$ cat config.mk
export PLATFORM = sky130hd
export DESIGN_NAME = bit_slot_resolver
export DESIGN_NICKNAME = d
export VERILOG_FILES = /design/src/rtl/bsr_pkg.sv /design/src/rtl/bsr_slot_capture.sv /design/src/rtl/bsr_integrator.sv /design/src/rtl/bsr_status.sv /design/src/rtl/bit_slot_resolver.sv
export SDC_FILE = /design/constraint.sdc
export NUM_CORES = 1
export LEC_CHECK = 0
export BUFFER_PORTS_ARGS = -buffer_cell sky130_fd_sc_hd__buf_2
export CAP_MARGIN = 0
export CORE_MARGIN = 2
export CORE_UTILIZATION = 41
export DETAILED_ROUTE_END_ITERATION = 7
export MAX_ROUTING_LAYER = met4
export SYNTH_ARGS = -nofsm -noshare
export SYNTH_HDL_FRONTEND = slang
export SYNTH_SLANG_ARGS = --single-unit
$ cat constraint.sdc
create_clock -name clk -period 7.95 [get_ports clk]
set_input_delay 0.795 -clock clk [delete_from_list [all_inputs] [get_ports clk]]
set_output_delay 0.795 -clock clk [all_outputs]
set_load 0.02 [all_outputs]
$ cat src/rtl/bsr_pkg.sv
// Package: shared word type and slot naming for the bit-slot resolver.
// Assumes 16-bit signed arithmetic throughout the datapath.
package bsr_pkg;
    localparam int DATA_W = 16;

    typedef logic signed [DATA_W-1:0] word_t;

    typedef enum logic {
        SLOT_EVEN = 1'b0,
        SLOT_ODD  = 1'b1
    } slot_e;
endpackage

$ cat src/rtl/bsr_slot_capture.sv
// Slot capture: tracks which candidate slot the next tick belongs to,
// forms the hard decision and saturated magnitude of each soft value,
// and keeps the even-slot pair until the odd tick consumes it.
// Assumes tick_in is a single-cycle strobe; no back-pressure exists.
module bsr_slot_capture
    import bsr_pkg::*;
#(
    parameter int HARD_LEVEL = 1024
) (
    input  logic  clk,
    input  logic  rst_n,
    input  logic  tick_in,
    input  word_t soft_in,
    output word_t cur_hard,
    output word_t cur_mag,
    output word_t even_hard,
    output word_t even_mag,
    output logic  pair_strobe,
    output logic  slot_is_odd
);
    localparam word_t HARD_P  = word_t'(HARD_LEVEL);
    localparam word_t HARD_N  = -word_t'(HARD_LEVEL);
    localparam word_t MOST_N  = {1'b1, {(DATA_W-1){1'b0}}};
    localparam word_t MOST_P  = {1'b0, {(DATA_W-1){1'b1}}};

    slot_e slot_q;

    // Hard decision and saturated absolute value of the present input.
    always_comb begin
        cur_hard = (soft_in > 0) ? HARD_P : HARD_N;
        if (soft_in == MOST_N)
            cur_mag = MOST_P;
        else if (soft_in < 0)
            cur_mag = -soft_in;
        else
            cur_mag = soft_in;
    end

    assign pair_strobe = tick_in && (slot_q == SLOT_ODD);
    assign slot_is_odd = (slot_q == SLOT_ODD);

    // Slot pointer: flips on every tick so slots strictly alternate.
    always_ff @(posedge clk) begin
        if (!rst_n)
            slot_q <= SLOT_EVEN;
        else if (tick_in)
            slot_q <= (slot_q == SLOT_EVEN) ? SLOT_ODD : SLOT_EVEN;
    end

    // Even-slot store: keeps decision and size until the odd tick.
    always_ff @(posedge clk) begin
        if (!rst_n) begin
            even_hard <= '0;
            even_mag  <= '0;
        end else if (tick_in && (slot_q == SLOT_EVEN)) begin
            even_hard <= cur_hard;
            even_mag  <= cur_mag;
        end
    end
endmodule

$ cat src/rtl/bsr_integrator.sv
// Integrator and leaky averager: on each odd tick adds the odd-minus-even
// magnitude difference, clamps it to +/-CLAMP_LIM, then leaks the average
// toward the clamped value by 1/2**LEAK_SHIFT. Also exposes the average
// about to be stored so the selector can use it on the same edge.
// Assumes magnitudes are non-negative and CLAMP_LIM fits in DATA_W bits.
module bsr_integrator
    import bsr_pkg::*;
#(
    parameter int CLAMP_LIM  = 4096,
    parameter int LEAK_SHIFT = 5
) (
    input  logic  clk,
    input  logic  rst_n,
    input  logic  pair_strobe,
    input  word_t odd_mag,
    input  word_t even_mag,
    output word_t int_q,
    output word_t avg_q,
    output word_t avg_next
);
    localparam int SUM_W = DATA_W + 2;
    localparam logic signed [SUM_W-1:0] LIM_P = SUM_W'(CLAMP_LIM);
    localparam logic signed [SUM_W-1:0] LIM_N = -LIM_P;

    logic signed [SUM_W-1:0] odd_w, even_w, int_w, sum_w, clip_w;
    logic signed [SUM_W-1:0] avg_w, avg_nx_w;
    word_t                   int_next;

    // Raw sum widened so no intermediate value wraps.
    always_comb begin
        odd_w  = {{2{odd_mag[DATA_W-1]}},  odd_mag};
        even_w = {{2{even_mag[DATA_W-1]}}, even_mag};
        int_w  = {{2{int_q[DATA_W-1]}},    int_q};
        sum_w  = int_w + odd_w - even_w;
    end

    // Rail clamp on the integrator.
    always_comb begin
        if (sum_w > LIM_P)
            clip_w = LIM_P;
        else if (sum_w < LIM_N)
            clip_w = LIM_N;
        else
            clip_w = sum_w;
        int_next = clip_w[DATA_W-1:0];
    end

    // Leaky average: old minus its fraction plus fraction of the new value.
    always_comb begin
        avg_w    = {{2{avg_q[DATA_W-1]}}, avg_q};
        avg_nx_w = avg_w - (avg_w >>> LEAK_SHIFT) + (clip_w >>> LEAK_SHIFT);
        avg_next = avg_nx_w[DATA_W-1:0];
    end

    // State update, once per bit on the odd tick.
    always_ff @(posedge clk) begin
        if (!rst_n) begin
            int_q <= '0;
            avg_q <= '0;
        end else if (pair_strobe) begin
            int_q <= int_next;
            avg_q <= avg_next;
        end
    end
endmodule

$ cat src/rtl/bsr_status.sv
// Status outputs: on each odd tick picks the even or odd decision by the
// sign of the new average, updates the data flag, toggles the clock flag
// and raises a one-cycle host request.
// Assumes avg_next is the value being stored on the same edge.
module bsr_status
    import bsr_pkg::*;
(
    input  logic  clk,
    input  logic  rst_n,
    input  logic  pair_strobe,
    input  word_t avg_next,
    input  word_t even_hard,
    input  word_t odd_hard,
    output logic  clk_flag,
    output logic  data_flag,
    output logic  host_irq
);
    word_t chosen;

    // Slot selection: a negative average favours the even slot.
    always_comb begin
        chosen = avg_next[DATA_W-1] ? even_hard : odd_hard;
    end

    // Flag register: clock toggle, resolved bit, one-cycle request.
    always_ff @(posedge clk) begin
        if (!rst_n) begin
            clk_flag  <= 1'b0;
            data_flag <= 1'b0;
            host_irq  <= 1'b0;
        end else begin
            host_irq <= pair_strobe;
            if (pair_strobe) begin
                clk_flag  <= ~clk_flag;
                data_flag <= (chosen > 0);
            end
        end
    end
endmodule

$ cat src/rtl/bit_slot_resolver.sv
// Top: resolves which of two alternating recovered-clock instants is the
// true bit centre and delivers the bit with a clock flag and host request.
// Assumes one tick per candidate instant and a signed soft value per tick.
module bit_slot_resolver
    import bsr_pkg::*;
#(
    parameter int HARD_LEVEL = 1024,
    parameter int CLAMP_LIM  = 4096,
    parameter int LEAK_SHIFT = 5
) (
    input  logic                     clk,
    input  logic                     rst_n,
    input  logic                     tick_in,
    input  logic signed [DATA_W-1:0] soft_in,
    output logic                     clk_flag,
    output logic                     data_flag,
    output logic                     host_irq,
    output logic signed [DATA_W-1:0] int_metric,
    output logic signed [DATA_W-1:0] avg_metric
);
    word_t cur_hard, cur_mag, even_hard, even_mag;
    word_t int_q, avg_q, avg_next;
    logic  pair_strobe, slot_is_odd;

    bsr_slot_capture #(
        .HARD_LEVEL (HARD_LEVEL)
    ) u_capture (
        .clk         (clk),
        .rst_n       (rst_n),
        .tick_in     (tick_in),
        .soft_in     (soft_in),
        .cur_hard    (cur_hard),
        .cur_mag     (cur_mag),
        .even_hard   (even_hard),
        .even_mag    (even_mag),
        .pair_strobe (pair_strobe),
        .slot_is_odd (slot_is_odd)
    );

    bsr_integrator #(
        .CLAMP_LIM  (CLAMP_LIM),
        .LEAK_SHIFT (LEAK_SHIFT)
    ) u_integ (
        .clk         (clk),
        .rst_n       (rst_n),
        .pair_strobe (pair_strobe),
        .odd_mag     (cur_mag),
        .even_mag    (even_mag),
        .int_q       (int_q),
        .avg_q       (avg_q),
        .avg_next    (avg_next)
    );

    bsr_status u_status (
        .clk         (clk),
        .rst_n       (rst_n),
        .pair_strobe (pair_strobe),
        .avg_next    (avg_next),
        .even_hard   (even_hard),
        .odd_hard    (cur_hard),
        .clk_flag    (clk_flag),
        .data_flag   (data_flag),
        .host_irq    (host_irq)
    );

    assign int_metric = int_q;
    assign avg_metric = avg_q;
endmodule

# --- Word-level counts from Yosys, hierarchy flattened ---
# Index checks and enable logic that the tools add are counted.
op_classes:
  add_sub_neg: 5
  magnitude_cmp: 5
  n_eq_ne: 1
  muxes: 7
  bitwise_logic: 2
  reduce_logical: 2
ops:
  columns: ["operator", "n"]
  rows:
  - ["$mux 16", 4]
  - ["$mux 18", 2]
  - ["$gt 16x1->1 const B", 2]
  - ["$gt 18x14->1 const B", 1]
  - ["$lt 18x13->1 const B", 1]
  - ["$sub 17x16->18", 1]
  - ["$add 16x16->17", 1]
  - ["$add 16x13->16", 1]
  - ["$eq 16x16->1 const B", 1]
  - ["$lt 16x1->1 const B", 1]
  - ["$neg 16->16", 1]
  - ["$sub 16x11->16", 1]
  - ["$logic_and 1x1->1", 2]
  - ["$not 1->1", 2]
  - ["$mux 1", 1]
totals:
  ff_bits: 68
  input_bits: 19
  out_inout_bits: 35
  word_cells: 30

# --- Longest topological paths before layout ---
logic_depth:
  word_depth: 11
  mapped_depth: 33
  depth_no_buf: 32

# --- Cells and area by module ---
# From an unflattened synthesis, not the netlist that was laid out.
unflattened:
  hier_cells: 793
  area_unflattened_um2: 6048.3
by_module_without_submodules:
  columns: ["module", "n_inst", "cells_per_inst", "area_per_inst_um2", "seq_area_each_um2"]
  rows:
  - ["bsr_integrator", 1, 558, 4290.4, 640.6]
  - ["bsr_slot_capture", 1, 209, 1532.7, 380.4]
  - ["bsr_status", 1, 26, 225.2, 60.1]

# --- Worst setup path before layout ---
# OpenSTA, ideal clock, no wires.
synth_path:
  kind: "in2reg"
  from: "in soft_in[0]"
  to: "reg u_status.data_flag"
  setup_time_ns: 0.129
  arrival_ns: 8.168
  path_slack_ns: -0.347
  stages: 27
  cell_sequence: "inv_1 > ha_1 > nor3b_1 > nand4_1 > nor4_2 > o21ai_0 > o21ai_0 > fa_1 > fa_1 > a21oi_1 > o2111ai_1 > a311o_1 > and3_1 > or2_2 > or4_1 > ha_1 > clkbuf_1 > or3_1 > fa_1 > ha_1 > a211o_1 > a21oi_1 > a2bb2oi_1 > a31oi_1 > a311oi_1 > mux2i_1 > o21ai_0"
synth_via:
  elab_chain_len: 11
  word_cells_on_any_way: 16
synth_rtl:
  columns: ["item", "line_no", "text"]
  rows:
  - ["start: declaration", "bit_slot_resolver.sv:14", "input logic signed [DATA_W-1:0] soft_in,"]
  - ["$neg 16->16 / $lt 16x1->1 (equally long branches)", "bsr_slot_capture.sv:34, bsr_slot_capture.sv:33", null]
  - ["$mux 16", "bsr_slot_capture.sv:33", "else if (soft_in < 0)"]
  - ["$mux 16 *", "bsr_slot_capture.sv:31", "if (soft_in == MOST_N)"]
  - ["named net cur_mag[1]", "bit_slot_resolver.sv:21", "word_t cur_hard, cur_mag, even_hard, even_mag;"]
  - ["$add 16x16->17 *", "bsr_integrator.sv:34", "sum_w = int_w + odd_w - even_w;"]
  - ["$sub 17x16->18 *", "bsr_integrator.sv:34", null]
  - ["$lt 18x13->1", "bsr_integrator.sv:41", "else if (sum_w < LIM_N)"]
  - ["$mux 18", "bsr_integrator.sv:41", null]
  - ["$mux 18 *", "bsr_integrator.sv:39", "if (sum_w > LIM_P)"]
  - ["named net u_integ.clip_w[12]", "bsr_integrator.sv:25", "logic signed [SUM_W-1:0] odd_w, even_w, int_w, sum_w, clip_w;"]
  - ["$add 16x13->16 *", "bsr_integrator.sv:51", "avg_nx_w = avg_w - (avg_w >>> LEAK_SHIFT) + (clip_w >>> LEAK_SHIFT);"]
  - ["$mux 16 *", "bsr_status.sv:22", "chosen = avg_next[DATA_W-1] ? even_hard : odd_hard;"]
  - ["$gt 16x1->1 *", "bsr_status.sv:35", "data_flag <= (chosen > 0);"]
  - ["end signal: assignment", "bsr_status.sv:35", null]
  - ["end: declaration", "bsr_status.sv:15", "output logic data_flag,"]
# Mark *: on every way through the listed nets, which the timed path passes. The rest lies on a longest branch.
# A chain may end at the register's enable or synchronous reset.

# --- Worst setup path after layout ---
layout_path:
  from: "in soft_in[1]"
  to: "reg u_status.data_flag"
layout_via:
  elab_chain_len: 11
  word_cells_on_any_way: 16
layout_rtl:
  columns: ["item", "line_no"]
  rows:
  - ["$neg 16->16 / $lt 16x1->1 (equally long branches)", "bsr_slot_capture.sv:34, bsr_slot_capture.sv:33"]
  - ["$mux 16", "bsr_slot_capture.sv:33"]
  - ["$mux 16 *", "bsr_slot_capture.sv:31"]
  - ["named net cur_mag[1]", "bit_slot_resolver.sv:21"]
  - ["$add 16x16->17 *", "bsr_integrator.sv:34"]
  - ["$sub 17x16->18 *", "bsr_integrator.sv:34"]
  - ["$lt 18x13->1", "bsr_integrator.sv:41"]
  - ["$mux 18", "bsr_integrator.sv:41"]
  - ["$mux 18 *", "bsr_integrator.sv:39"]
  - ["$add 16x13->16 *", "bsr_integrator.sv:51"]
  - ["$mux 16 *", "bsr_status.sv:22"]
  - ["$gt 16x1->1 *", "bsr_status.sv:35"]
# Marked as above.

==> impl_metrics.toml <==
[routing]
drc = 0
avgRoutedWirePerCell_um = 14.6
drt_iter0_markers = 260
routed_via_density = 5.24
wirelength_um = 13600
vias = 4886
antenna_left = 0
drt_first_pass_iters = 4

[logic_synthesis]
yosysWarnings = 0
synth_cell_type_count = 69
synth_area_leaders = "dfxtp_1 (22%), fa_1 (12%), ha_1 (9.3%)"
syn_area_um2 = 5000
synth_top_area_share_pct = 21.6
synth_top_cells_by_count = "nand2_1 (86), inv_1 (68), o21ai_0 (61), dfxtp_1 (54), nor2_1 (42)"
synth_most_common_cell = "nand2_1"
synth_top_area_cell = "dfxtp_1"
synthesis.nets = 720
async_flop_share_pct = 0
ys_seq_area_share_pct = 21.6
synth_edf_count = 0
ys.flop_type = "dfxtp_1"
synthCells = 633
ys_seq_elements = 54
avgSynthCellArea_um2 = 7.90

[finish]
diodes = 0
fin_util_pct = 55.9
fill_cells = 1110
multi_input_area_um2 = 3900
fin_area_um2 = 6680
layoutNonFillerInstCount = 932
drive_above_1_share_pct = 30.2
regArea_um2 = 1080
nets = 873
syn_to_final_growth_pct = 33.7

[floorplan]
rows = 40
dieWidth_um = 114
core_area_um2 = 12000
ios = 54
start_util_pct = 41.8
die_y_um = 114
dieArea_um2 = 13100

[setup_path]
worstSetupPathType = "in -> reg"
cp.required_ns = 8.13
arrival_ns = 7.99
crit_start = "soft_in[1]"
critPathLaunchType = "input pin"
critPathMaxStageDelay_ns = 0.55
r2r_cells = 25
endpoint_kind = "flip-flop"
r2r_slack_ns = 1.86
timing.rr.start = "u_integ.int_q[0]"
cp_max_fo = 8
cp_slowest_cell = "or4_4"
r2r_end = "u_status.data_flag"
cp-endpoint = "u_status.data_flag"

[clocking]
clock_sinks = 54
clk_latency_ns = 0.30
cts_tree = "yes"
h-tree-depth = 2
hold_buffers = 0
cts_root_buf = "clkbuf_16"
clock_path_buffers = 2
clk_pin_slew_ns = 0.07
numCtsBuffers = 5

[global_route]
antenna_found_initial = 0
grt_pass1_vias = 4651
overflow = 0
grt_max_degree = 37
track_usage_pct = 21.4
grt_pass1_wl_um = 21900

[sta]
tightest_slew_ns = 0.928
period_needed_ns = 7.81
relSlewSlack_pct = 38.1
period_share_pct = 98.2
slew_viol_final = 0
setup_viol = 0
fmax_mhz = 128
final_hold_viol_count = 0
skew_ns = 0.00254
grt_setup_unrepaired = "true"

[flow_run]
cap_violations = 0

[placement]
dp_cells = 914
dpl.hpwl_um = 10400
place_area_um2 = 6180
portBuffers = 53
gp_congestion = 0.888

[pwr]
power-per-cell-area_nw_per_um2 = 448
p_leak_nw = 2.94
p_total_mw = 3.00
ir_drop_mv = 0.383

[worst_hold_path]
min_path_type = "reg -> reg"

[run_status]
outcome = "finished, final reports clean"
-- cell type report --
type	count	share of cell area, %
multi-input cells	491	58.4
clock buffers	6	2.08
repair buffers	166	16.8
inverters	68	3.82
flip-flops and latches	54	16.2
well taps	147	2.75
-- registers in the layout, summed over array words and instances (netlist names) --
signal and count:
u_capture.even_hard 2, u_capture.slot_is_odd 1, u_status.data_flag 1, u_capture.even_mag 16, u_integ.int_q 16, u_integ.avg_q 16, u_status.host_irq 1, u_status.clk_flag 1
-- kinds of logic after synthesis --
family / Yosys count / share of synthesized area, %
adders and majority gates: 68 / 21.7
and+or+nand+nor: 231 / 22.3
DFF: 54 / 21.6
buffers and inverters: 88 / 6.81
xor gates and xnor gates: 19 / 3.33
AOI/OAI and AO/OA: 170 / 23.6
muxes: 3 / 0.626
-- routing by layer --
metal | GRT usage, % | vias up | routed length (µm)
met3 | 2.81 | 17 | 361
met1 | 28.4 | 2303 | 6410
met2 | 34.5 | 81 | 6560
met5 | - | - | 0
met4 | 5.77 | 0 | 225
li1 | - | 2485 | -
-- where the power goes --
group	internal (mW)	leakage (nW)	switching (mW)
Sequential	0.312	0.440	0.0537
Clock	0.122	0.0688	0.100
Combinational	1.21	2.43	1.20
Total	1.64	2.94	1.35
-- through the flow --
step | hold slack (ns) | setup WS, ns | TNS, ns
floorplan | 0.433 | 0.0148 | 0
global placement | 0.440 | -0.330 | -1.91
detailed placement | 0.446 | -0.436 | -2.99
CTS | 0.463 | 0.0405 | 0
global route | 0.490 | -0.156 | -0.729
finish | 0.460 | 0.142 | 0
-- placed cells by master (no fill, tap or decap), types with 14 or more instances in the layout --
| master | netlist | layout |
|---|---|---|
| a21boi_0 | 18 | 15 |
| a21oi_1 | 21 | 14 |
| buf_2 | 2 | 53 |
| buf_4 | 0 | 111 |
| dfxtp_1 | 54 | 54 |
| fa_1 | 31 | 29 |
| ha_1 | 37 | 25 |
| inv_1 | 68 | 64 |
| nand2_1 | 86 | 85 |
| nor2_1 | 42 | 40 |
| nor3_1 | 17 | 17 |
| o21ai_0 | 61 | 48 |
-- how the worst min path moves through the flow --
| stage | start | to | cells past startpoint |
|---|---|---|---|
| final | u_capture.even_hard[10] | u_capture.even_hard[10] | 1 |
| after global routing | u_capture.even_mag[14] | u_capture.even_mag[14] | 2 |
| after CTS | u_capture.even_hard[10] | u_capture.even_hard[10] | 1 |
| after detailed placement | u_capture.even_hard[10] | u_capture.even_hard[10] | 1 |
| after global placement | u_capture.even_hard[10] | u_capture.even_hard[10] | 1 |
| after floorplan | u_capture.even_hard[10] | u_capture.even_hard[10] | 1 |
-- worst max-delay path, delay by kind of cell --
family	cells	cell delay [ns]
AOI/OAI and AO/OA	8	1.56
adders and majority gates	6	2.12
buffers and inverters	6	0.74
muxes	1	0.21
and+or+nand+nor	11	2.55
-- timing repair --
item / CTS / global route
pin swaps: 4 / 36
setup buffers: 0 / 12
gates resized for setup: 5 / 64
setup endpoints to repair: 5 / 11
(Power assumes the default switching activity.)
